--- src/rtl/f2i_pkg.sv ---
package f2i_pkg;
   typedef enum logic [2:0] {
      FC_ZERO = 3'd0,
      FC_NUM  = 3'd1,
      FC_INF  = 3'd2,
      FC_QNAN = 3'd3,
      FC_SNAN = 3'd4
   } fcls_e;
endpackage

--- src/rtl/f2i_sticky_shr.sv ---
// Right shifter that also reports whether any nonzero bit fell off the end.
module f2i_sticky_shr #(
   parameter int DATA_W = 66,
   parameter int SH_W   = 7,
   parameter bit STAGED = 1'b1
) (
   input  logic [DATA_W-1:0] din,
   input  logic [SH_W-1:0]   sh,
   output logic [DATA_W-1:0] dout,
   output logic              sticky
);
   generate
      if (STAGED) begin : g_log
         // logarithmic stages, sticky accumulated per stage
         logic [DATA_W-1:0] lvl [0:SH_W];
         logic              stk [0:SH_W];
         assign lvl[0] = din;
         assign stk[0] = 1'b0;
         for (genvar k = 0; k < SH_W; k++) begin : g_st
            localparam int AMT = 1 << k;
            if (AMT >= DATA_W) begin : g_all
               assign lvl[k+1] = sh[k] ? '0 : lvl[k];
               assign stk[k+1] = stk[k] | (sh[k] & (|lvl[k]));
            end else begin : g_part
               assign lvl[k+1] = sh[k] ? (lvl[k] >> AMT) : lvl[k];
               assign stk[k+1] = stk[k] | (sh[k] & (|lvl[k][AMT-1:0]));
            end
         end
         assign dout   = lvl[SH_W];
         assign sticky = stk[SH_W];
      end else begin : g_mask
         // single shift plus a mask of the bits that are dropped
         logic [DATA_W-1:0] lost_mask;
         assign dout      = din >> sh;
         assign lost_mask = ~({DATA_W{1'b1}} << sh);
         assign sticky    = |(din & lost_mask);
      end
   endgenerate
endmodule

--- src/rtl/f2i_pack.sv ---
// Classification, range check, saturation and sign application.
module f2i_pack
   import f2i_pkg::*;
#(
   parameter int INT_W = 32
) (
   input  logic [2:0]       cls,
   input  logic             sign,
   input  logic             exp_big,
   input  logic [INT_W-1:0] mag,
   input  logic             upper_nz,
   input  logic             sticky,
   output logic [INT_W-1:0] result,
   output logic             inexact,
   output logic             invalid
);
   localparam logic [INT_W-1:0] POS_SAT = {1'b0, {(INT_W-1){1'b1}}};
   localparam logic [INT_W-1:0] NEG_SAT = {1'b1, {(INT_W-1){1'b0}}};
   localparam logic [INT_W:0]   HALF    = {2'b01, {(INT_W-1){1'b0}}};

   logic is_zero, is_num, mag_ov, ovf;
   logic [INT_W:0] limit;

   assign is_zero = (cls == FC_ZERO);
   assign is_num  = (cls == FC_NUM);
   // negative values may reach exactly 2^(INT_W-1)
   assign limit   = HALF + {{INT_W{1'b0}}, sign};
   assign mag_ov  = upper_nz || ({1'b0, mag} >= limit);
   assign ovf     = !is_zero && (!is_num || exp_big || mag_ov);

   always_comb begin
      if (is_zero)     result = '0;
      else if (ovf)    result = sign ? NEG_SAT : POS_SAT;
      else if (sign)   result = -mag;
      else             result = mag;
   end

   assign inexact = is_num && !ovf && sticky;
   assign invalid = ovf;
endmodule

--- src/rtl/f2i_out_reg.sv ---
module f2i_out_reg #(
   parameter int INT_W = 32
) (
   input  logic             clk,
   input  logic             rst_n,
   input  logic             in_valid,
   input  logic [INT_W-1:0] d_result,
   input  logic             d_inexact,
   input  logic             d_invalid,
   output logic             out_valid,
   output logic [INT_W-1:0] out_result,
   output logic             out_inexact,
   output logic             out_invalid
);
   always_ff @(posedge clk or negedge rst_n) begin
      if (!rst_n) begin
         out_valid   <= 1'b0;
         out_result  <= '0;
         out_inexact <= 1'b0;
         out_invalid <= 1'b0;
      end else begin
         out_valid <= in_valid;
         if (in_valid) begin
            out_result  <= d_result;
            out_inexact <= d_inexact;
            out_invalid <= d_invalid;
         end
      end
   end
endmodule

--- src/rtl/fp_to_int_trunc.sv ---
module fp_to_int_trunc #(
   parameter int INT_W      = 32,
   parameter int EXP_W      = 16,
   parameter int MANT_W     = 66,
   parameter bit STAGED_SHR = 1'b1
) (
   input  logic              clk,
   input  logic              rst_n,
   input  logic              in_valid,
   input  logic [2:0]        in_class,
   input  logic              in_sign,
   input  logic [EXP_W-1:0]  in_exp,
   input  logic [MANT_W-1:0] in_mant,
   output logic              out_valid,
   output logic [INT_W-1:0]  out_result,
   output logic              out_inexact,
   output logic              out_invalid
);
   localparam int SH_W = $clog2(MANT_W + 1);
   localparam int SX_W = EXP_W + 2;
   localparam logic signed [SX_W-1:0] SH_BASE = SX_W'(MANT_W - 1);
   localparam logic signed [SX_W-1:0] SH_CAP  = SX_W'(MANT_W);
   localparam logic [EXP_W-1:0]       EXP_LIM = EXP_W'(INT_W);
   localparam logic [SH_W-1:0]        SH_MAX  = SH_W'(MANT_W);

   generate
      if (MANT_W <= INT_W) begin : g_bad_mant
         $error("MANT_W must exceed INT_W");
      end
      if (INT_W < 2) begin : g_bad_int
         $error("INT_W must be at least 2");
      end
      if (SX_W <= SH_W || (1 << (EXP_W - 1)) <= INT_W) begin : g_bad_exp
         $error("EXP_W too narrow for the mantissa and integer widths");
      end
   endgenerate

   logic signed [SX_W-1:0] exp_sx, sh_sx;
   logic [SH_W-1:0]        sh_amt;
   logic                   exp_big;
   logic [MANT_W-1:0]      shifted;
   logic                   sticky;
   logic [INT_W-1:0]       c_result;
   logic                   c_inexact, c_invalid;

   assign exp_sx  = {{2{in_exp[EXP_W-1]}}, in_exp};
   assign sh_sx   = SH_BASE - exp_sx;
   assign exp_big = !in_exp[EXP_W-1] && (in_exp >= EXP_LIM);

   // clamp: shifting by the full width already drops every bit
   always_comb begin
      if (sh_sx[SX_W-1])       sh_amt = '0;
      else if (sh_sx > SH_CAP) sh_amt = SH_MAX;
      else                     sh_amt = sh_sx[SH_W-1:0];
   end

   f2i_sticky_shr #(
      .DATA_W (MANT_W),
      .SH_W   (SH_W),
      .STAGED (STAGED_SHR)
   ) u_shr (
      .din    (in_mant),
      .sh     (sh_amt),
      .dout   (shifted),
      .sticky (sticky)
   );

   f2i_pack #(
      .INT_W (INT_W)
   ) u_pack (
      .cls      (in_class),
      .sign     (in_sign),
      .exp_big  (exp_big),
      .mag      (shifted[INT_W-1:0]),
      .upper_nz (|shifted[MANT_W-1:INT_W]),
      .sticky   (sticky),
      .result   (c_result),
      .inexact  (c_inexact),
      .invalid  (c_invalid)
   );

   f2i_out_reg #(
      .INT_W (INT_W)
   ) u_oreg (
      .clk         (clk),
      .rst_n       (rst_n),
      .in_valid    (in_valid),
      .d_result    (c_result),
      .d_inexact   (c_inexact),
      .d_invalid   (c_invalid),
      .out_valid   (out_valid),
      .out_result  (out_result),
      .out_inexact (out_inexact),
      .out_invalid (out_invalid)
   );
endmodule

--- config.mk ---
export PLATFORM = sky130hd
export DESIGN_NAME = fp_to_int_trunc
export DESIGN_NICKNAME = d
export VERILOG_FILES = /design/src/rtl/f2i_pkg.sv /design/src/rtl/f2i_sticky_shr.sv /design/src/rtl/f2i_pack.sv /design/src/rtl/f2i_out_reg.sv /design/src/rtl/fp_to_int_trunc.sv
export SDC_FILE = /design/constraint.sdc
export NUM_CORES = 1
export LEC_CHECK = 0
export BUFFER_PORTS_ARGS = -buffer_cell sky130_fd_sc_hd__buf_2
export CORE_ASPECT_RATIO = 1.2
export CORE_MARGIN = 2
export CORE_UTILIZATION = 30
export DETAILED_ROUTE_END_ITERATION = 10
export HOLD_SLACK_MARGIN = 0.02
export SLEW_MARGIN = 30
export SYNTH_ARGS = -nofsm -noshare
export SYNTH_HDL_FRONTEND = slang
export SYNTH_SLANG_ARGS = --single-unit
--- constraint.sdc ---
create_clock -name clk -period 1.3 [get_ports clk]
set_input_delay 0.065 -clock clk [delete_from_list [all_inputs] [get_ports clk]]
set_output_delay 0.065 -clock clk [all_outputs]
set_load 0.02 [all_outputs]
==> results of run 1 <==
## routing by layer
metal / vias to the layer above / wire length, um / track usage, %
met5: - / 0 / 0
met4: 0 / 11300 / 49.9
met3: 483 / 6050 / 7.34
met2: 1128 / 38500 / 77.4
met1: 8327 / 28700 / 45.2
li1: 7637 / - / -
## sequential cells by signal (all words and copies together), names as in the netlist
register            flops
u_oreg.out_result      32
u_oreg.out_invalid      1
u_oreg.out_inexact      1
u_oreg.out_valid        1
## worst max path at each step
stage | from | endpoint | slack (ns) | cells past startpoint
after floorplan | in_exp[1] | u_oreg.out_result[31] | -3.96 | 26
after CTS | in_exp[1] | u_oreg.out_result[2] | -3.69 | 30
final | in_exp[1] | u_oreg.out_inexact | -3.88 | 28
after detailed placement | in_exp[2] | u_oreg.out_result[25] | -5.10 | 23
after global routing | in_exp[1] | u_oreg.out_result[26] | -4.00 | 26
after global placement | in_exp[2] | u_oreg.out_result[31] | -5.08 | 24
## tightest hold or removal path: cells and delay by family
family	cells	cell delay (ns)
buffers and inverters	3	0.39
## repair_timing
| item | 4_1_cts | 5_1_grt |
|---|---|---|
| setup buffers | 74 | 39 |
| cloned | 2 | 1 |
| endpoints found under the hold margin | 35 | 0 |
| hold buffers | 1 | 0 |
| resized for setup | 338 | 123 |
| endpoints found under the setup margin | 34 | 34 |
| pin swaps | 66 | 49 |
## layout by cell type, fill, tap and decap left out, types with 12 or more instances in the layout
cell        n
and3_1     17
inv_1      20
mux2_2     31
o21ai_1    24
nand3_1    56
nand2_1   178
buf_12     21
a21oi_1    72
buf_2     121
dfrtp_1    35
a21oi_2    28
o22ai_1    23
o221ai_1   19
nand4_1    21
o211ai_1   19
a22o_1     13
nor4_4     12
o21ai_2    16
buf_4     785
buf_6      54
a211o_1    17
nor2_4     16
a211oi_2   18
a31oi_1    16
nor2_2     15
a22oi_1    17
a211oi_1   18
nor2_1    104
o21a_1     12
mux2i_1    49
nor3_1     43
o21ai_0    54
## layout make-up
cell class | instances | area [um2]
Inverter | 24 | 97.6
Timing Repair Buffer | 988 | 7640
Clock buffer | 6 | 139
Fill cell | 3241 | 13900
Sequential cell | 35 | 876
Antenna cell | 1 | 2.50
Multi-Input combinational cell | 1321 | 10600
Clock inverter | 1 | 5.00
Tap cell | 456 | 571
## cells by family after synthesis
kind of cell    Yosys count  share of synthesized area [%]
flops                    35                           8.54
buf+inv                 142                           7.00
fa+ha+maj                 4                          0.488
mux                     102                           10.5
xor+xnor                 12                           1.03
compound gates          585                           41.6
simple gates            617                           30.8
## metrics by stage
step | power [uW] | cells | hold WS, ns | instance area [um2] | setup WS [ns]
after floorplan | 3510 | 1497 | -0.231 | 10400 | -3.96
after global placement | 6570 | 2713 | 0.116 | 16800 | -5.08
after detailed placement | 6550 | 2713 | 0.126 | 16800 | -5.10
after CTS | 8420 | 2792 | 0.209 | 19000 | -3.69
after global routing | 9180 | 2831 | 0.247 | 20000 | -4.00
final | 8890 | 2832 | 0.222 | 20000 | -3.88
## power by group
group	leakage [uW]	total, uW	switching, uW	internal, uW
registers	0.000431	1270	66.0	1210
logic	0.00834	6430	3580	2850
clock network	0.0000727	1190	440	747
total	0.00885	8890	4090	4800
==> flow_metrics.env, run 1 <==
export IMPL_status="finished, violations left"
export IMPL_violations="negative setup slack"
export IMPL_synthesis_area_um2=10300
export IMPL_grt_pass1_vias=17900
export IMPL_postSynthNetCount=1590
export IMPL_drive_gt1_share_pct=57.5
export IMPL_hold_start="in_valid"
export IMPL_setup_violations=34
export IMPL_critPathBufInv=10
export IMPL_grt_max_degree=37
export IMPL_drt_wl_total_mm=84.4
export IMPL_htree_levels=2
export IMPL_hold_path_end="u_oreg.out_valid"
export IMPL_pin_count=124
export IMPL_die_y_um=207
export IMPL_max_slew_margin_pct=38.8
export IMPL_wl_per_cell_um=29.8
export IMPL_clock_sinks=35
export IMPL_fin_util_pct=58.9
export IMPL_rr_worst_depth=2
export IMPL_critPathLaunchType="input pin"
export IMPL_syn_inst=1497
export IMPL_dieArea_um2=35700
export IMPL_synth_async_sr_flop_share_pct=100
export IMPL_worst_slack_ns=-3.88
export IMPL_criticalPathCategory="input pin to flop"
export IMPL_rsz0062_at_grt="yes"
export IMPL_vdd_drop_max_v=0.00104
export IMPL_path_max_fanout=7
export IMPL_cts_root_buf="clkbuf_16"
export IMPL_skew_ns=0
export IMPL_ys_types=115
export IMPL_synth_warnings=0
export IMPL_p_leak_uw=0.00885
export IMPL_period_needed_ns=5.18
export IMPL_via_count=17600
export IMPL_crit_top_cell="buf_4"
export IMPL_cts_buffers=5
export IMPL_max_cap_viol_count=0
export IMPL_vias_per_cell=6.21
export IMPL_start_util_pct=30.3
export IMPL_rows=74
export IMPL_slowest_delay_ns=0.49
export IMPL_gp_congestion=1.06
export IMPL_power_per_cell_area_nw_per_um2=445
export IMPL_path_delay_family="compound AO/OA/AOI/OAI gates"
export IMPL_r2r_end="u_oreg.out_result[8]"
export IMPL_worst_r2r_setup_slack_ns=0.38
export IMPL_synth_edf_count=0
export IMPL_tightestPinTransition_ns=0.916
export IMPL_clockBufferDepth=2
export IMPL_avgSynthCellArea_um2=6.85
export IMPL_synth_ff_type="dfrtp_1"
export IMPL_synth_seq_cells=35
export IMPL_cp_slowest_cell="or4b_4"
export IMPL_maxSlewViolCount=0
export IMPL_finalSetupTns_ns=-127.74
export IMPL_synth_area_leaders="dfrtp_1 8.5%, nand2_1 6.9%, mux2i_1 6.5%"
export IMPL_die_width_um=173
export IMPL_hp_class="input pin to flop"
export IMPL_synth_area_leader_cell="dfrtp_1"
export IMPL_clk_pin_slew_ns=0.05
export IMPL_drt_iter0_drc=1687
export IMPL_timing_final_crit_share_pct=398
export IMPL_hold_depth=3
export IMPL_detail_route_antenna_nets=0
export IMPL_arrival_ns=5.35
export IMPL_end_kind="flop"
export IMPL_fmaxAchievable_ghz=0.193
export IMPL_grt_pass1_wl_mm=119
export IMPL_overflow=0
export IMPL_required_ns=1.48
export IMPL_synth_top_area_share_pct=8.54
export IMPL_drc=0
export IMPL_antenna_found_initial=1
export IMPL_r2r_start="u_oreg.out_result[8]"
export IMPL_drt_first_pass_iters=6
export IMPL_io_buffers=123
export IMPL_clock_latency_ns=0.29
export IMPL_design_core_area_um2=33900
export IMPL_grtUsageTotal_pct=45.2
export IMPL_area_growth_pct=94.8
export IMPL_dp_hpwl_mm=68.0
export IMPL_synth_most_common_cell="nand2_1"
export IMPL_synthTopCellsByCount="188 x nand2_1, 132 x nor2_1, 104 x a21oi_1"
export IMPL_nNetsFinal=2468
export IMPL_cts_tree="built"
export IMPL_synth_seq_area_share_pct=8.54
export IMPL_finalHoldViolCount=0
No activity file was read; power rests on OpenSTA's default activity.
==> run 2: changes to the inputs <==
Settings changed: CTS_BUF_LIST set to sky130_fd_sc_hd__clkbuf_2 sky130_fd_sc_hd__clkbuf_4 sky130_fd_sc_hd__clkbuf_8, PLACE_DENSITY set to 0.54.
==> flow_metrics.env, run 2 (same netlist as run 1, synthesis figures left out) <==
export IMPL_end_kind="flop"
export IMPL_path_delay_family="simple AND/OR/NAND/NOR gates"
export IMPL_drt_wl_total_mm=83.0
export IMPL_htree_levels=2
export IMPL_skew_ns=0
export IMPL_fin_util_pct=59.0
export IMPL_rows=74
export IMPL_max_slew_margin_pct=47.8
export IMPL_die_y_um=207
export IMPL_start_util_pct=30.3
export IMPL_timing_final_crit_share_pct=399
export IMPL_drive_gt1_share_pct=57.1
export IMPL_worst_slack_ns=-3.89
export IMPL_stdcell_count=2834
export IMPL_area_growth_pct=94.9
export IMPL_cp_slowest_cell="or3_4"
export IMPL_drt_first_pass_iters=6
export IMPL_vdd_drop_max_v=0.000769
export IMPL_overflow=0
export IMPL_wl_per_cell_um=29.3
export IMPL_largest_reg_flops=32
export IMPL_criticalPathCategory="input pin to flop"
export IMPL_gp_congestion=1.09
export IMPL_drt_iter0_drc=2223
export IMPL_finalHoldViolCount=0
export IMPL_grt_pass1_wl_mm=118
export IMPL_period_needed_ns=5.19
export IMPL_critPathBufInv=9
export IMPL_hold_depth=3
export IMPL_hp_class="input pin to flop"
export IMPL_placed_cells=2718
export IMPL_cts_root_buf="clkbuf_8"
export IMPL_antenna_found_initial=3
export IMPL_p_leak_uw=0.00885
export IMPL_cp_depth=26
export IMPL_grt_pass1_vias=18000
export IMPL_die_width_um=173
export IMPL_power_per_cell_area_nw_per_um2=430
export IMPL_setup_violations=34
export IMPL_final_cell_mix="780 x buf_4, 176 x nand2_1, 120 x buf_2, 108 x nor2_1, 76 x a21oi_1"
export IMPL_via_count=17700
export IMPL_crit_top_cell="buf_4"
export IMPL_path_max_fanout=6
export IMPL_pin_count=124
export IMPL_dieArea_um2=35700
export IMPL_grtUsageTotal_pct=44.9
export IMPL_fmaxAchievable_ghz=0.193
export IMPL_cts_tree="built"
export IMPL_violations="negative setup slack"
export IMPL_dp_hpwl_mm=66.8
export IMPL_tightestPinTransition_ns=0.780
export IMPL_regMostFlops="u_oreg.out_result"
export IMPL_grt_max_degree=37
export IMPL_slowest_delay_ns=0.48
export IMPL_arrival_ns=5.39
export IMPL_nNetsFinal=2469
export IMPL_clk_pin_slew_ns=0.08
export IMPL_clock_latency_ns=0.30
export IMPL_detail_route_antenna_nets=0
export IMPL_maxSlewViolCount=0
export IMPL_clockBufferDepth=2
export IMPL_rsz0062_at_grt="yes"
export IMPL_cts_buffers=5
export IMPL_mostFrequentLayoutCell="buf_4"
export IMPL_critPathLaunchType="input pin"
export IMPL_io_buffers=123
export IMPL_vias_per_cell=6.23
export IMPL_clock_sinks=35
export IMPL_design_core_area_um2=33900
export IMPL_max_cap_viol_count=0
export IMPL_rr_worst_depth=2
export IMPL_drc=0
export IMPL_status="finished, violations left"
export IMPL_required_ns=1.51
-- run 2: final cells by class --
type,count,area (um2)
Inverter,24,100
Multi-Input combinational cell,1320,10600
Sequential cell,35,876
Antenna cell,2,5.00
Clock buffer,6,82.6
Clock inverter,1,5.00
Tap cell,456,571
Timing Repair Buffer,990,7750
Fill cell,3263,13900
-- run 2: report_power, final --
part | leakage [uW] | switching [uW] | internal (uW)
clock network | 0.0000471 | 428 | 416
logic | 0.00837 | 3570 | 2910
registers | 0.000431 | 63.1 | 1200
total | 0.00885 | 4060 | 4530
-- run 2: worst paths after layout --
| check | startpoint | to | slack [ns] |
|---|---|---|---|
| setup / recovery | in_exp[11] | u_oreg.out_result[2] | -3.89 |
| setup reg to reg | u_oreg.out_result[8] | u_oreg.out_result[8] | 0.41 |
| hold / removal | in_valid | u_oreg.out_valid | 0.28 |
| hold reg to reg | u_oreg.out_result[18] | u_oreg.out_result[18] | 0.49 |
| max in group asynchronous | rst_n | u_oreg.out_valid | 0.64 |
| min in group asynchronous | rst_n | u_oreg.out_result[0] | 0.33 |
-- run 2: per-stage QoR --
step,TNS (ns),hold WS (ns),area (um2),total power (uW),worst slack [ns]
floorplan,-131.79,-0.231,10400,3510,-3.96
global placement,-165.50,0.121,16800,6630,-4.91
detailed placement,-165.04,0.122,16800,6620,-4.94
CTS,-122.63,0.237,19100,8150,-3.69
global route,-135.88,0.283,20000,8860,-4.09
finish,-129.75,0.281,20000,8590,-3.89
-- run 2: per-layer routing --
layer	GRT usage (%)	up-vias	wire length (um)
met5	0	-	0
met4	47.7	0	10800
met3	7.63	495	6010
met2	76.2	1183	37800
met1	45.8	8340	28500
li1	-	7640	-
-- run 2: repair_timing --
item,4_1_cts,5_1_grt
gates resized for setup,350,138
gates cloned,2,1
setup endpoints to repair,34,34
setup buffers,72,36
hold buffers,1,0
pin swaps,66,52
hold endpoints to repair,35,0
-- run 2: tightest hold or removal path: stages --
cell and delay [ns]:
buf_2 0.11, buf_4 0.12, buf_4 0.21
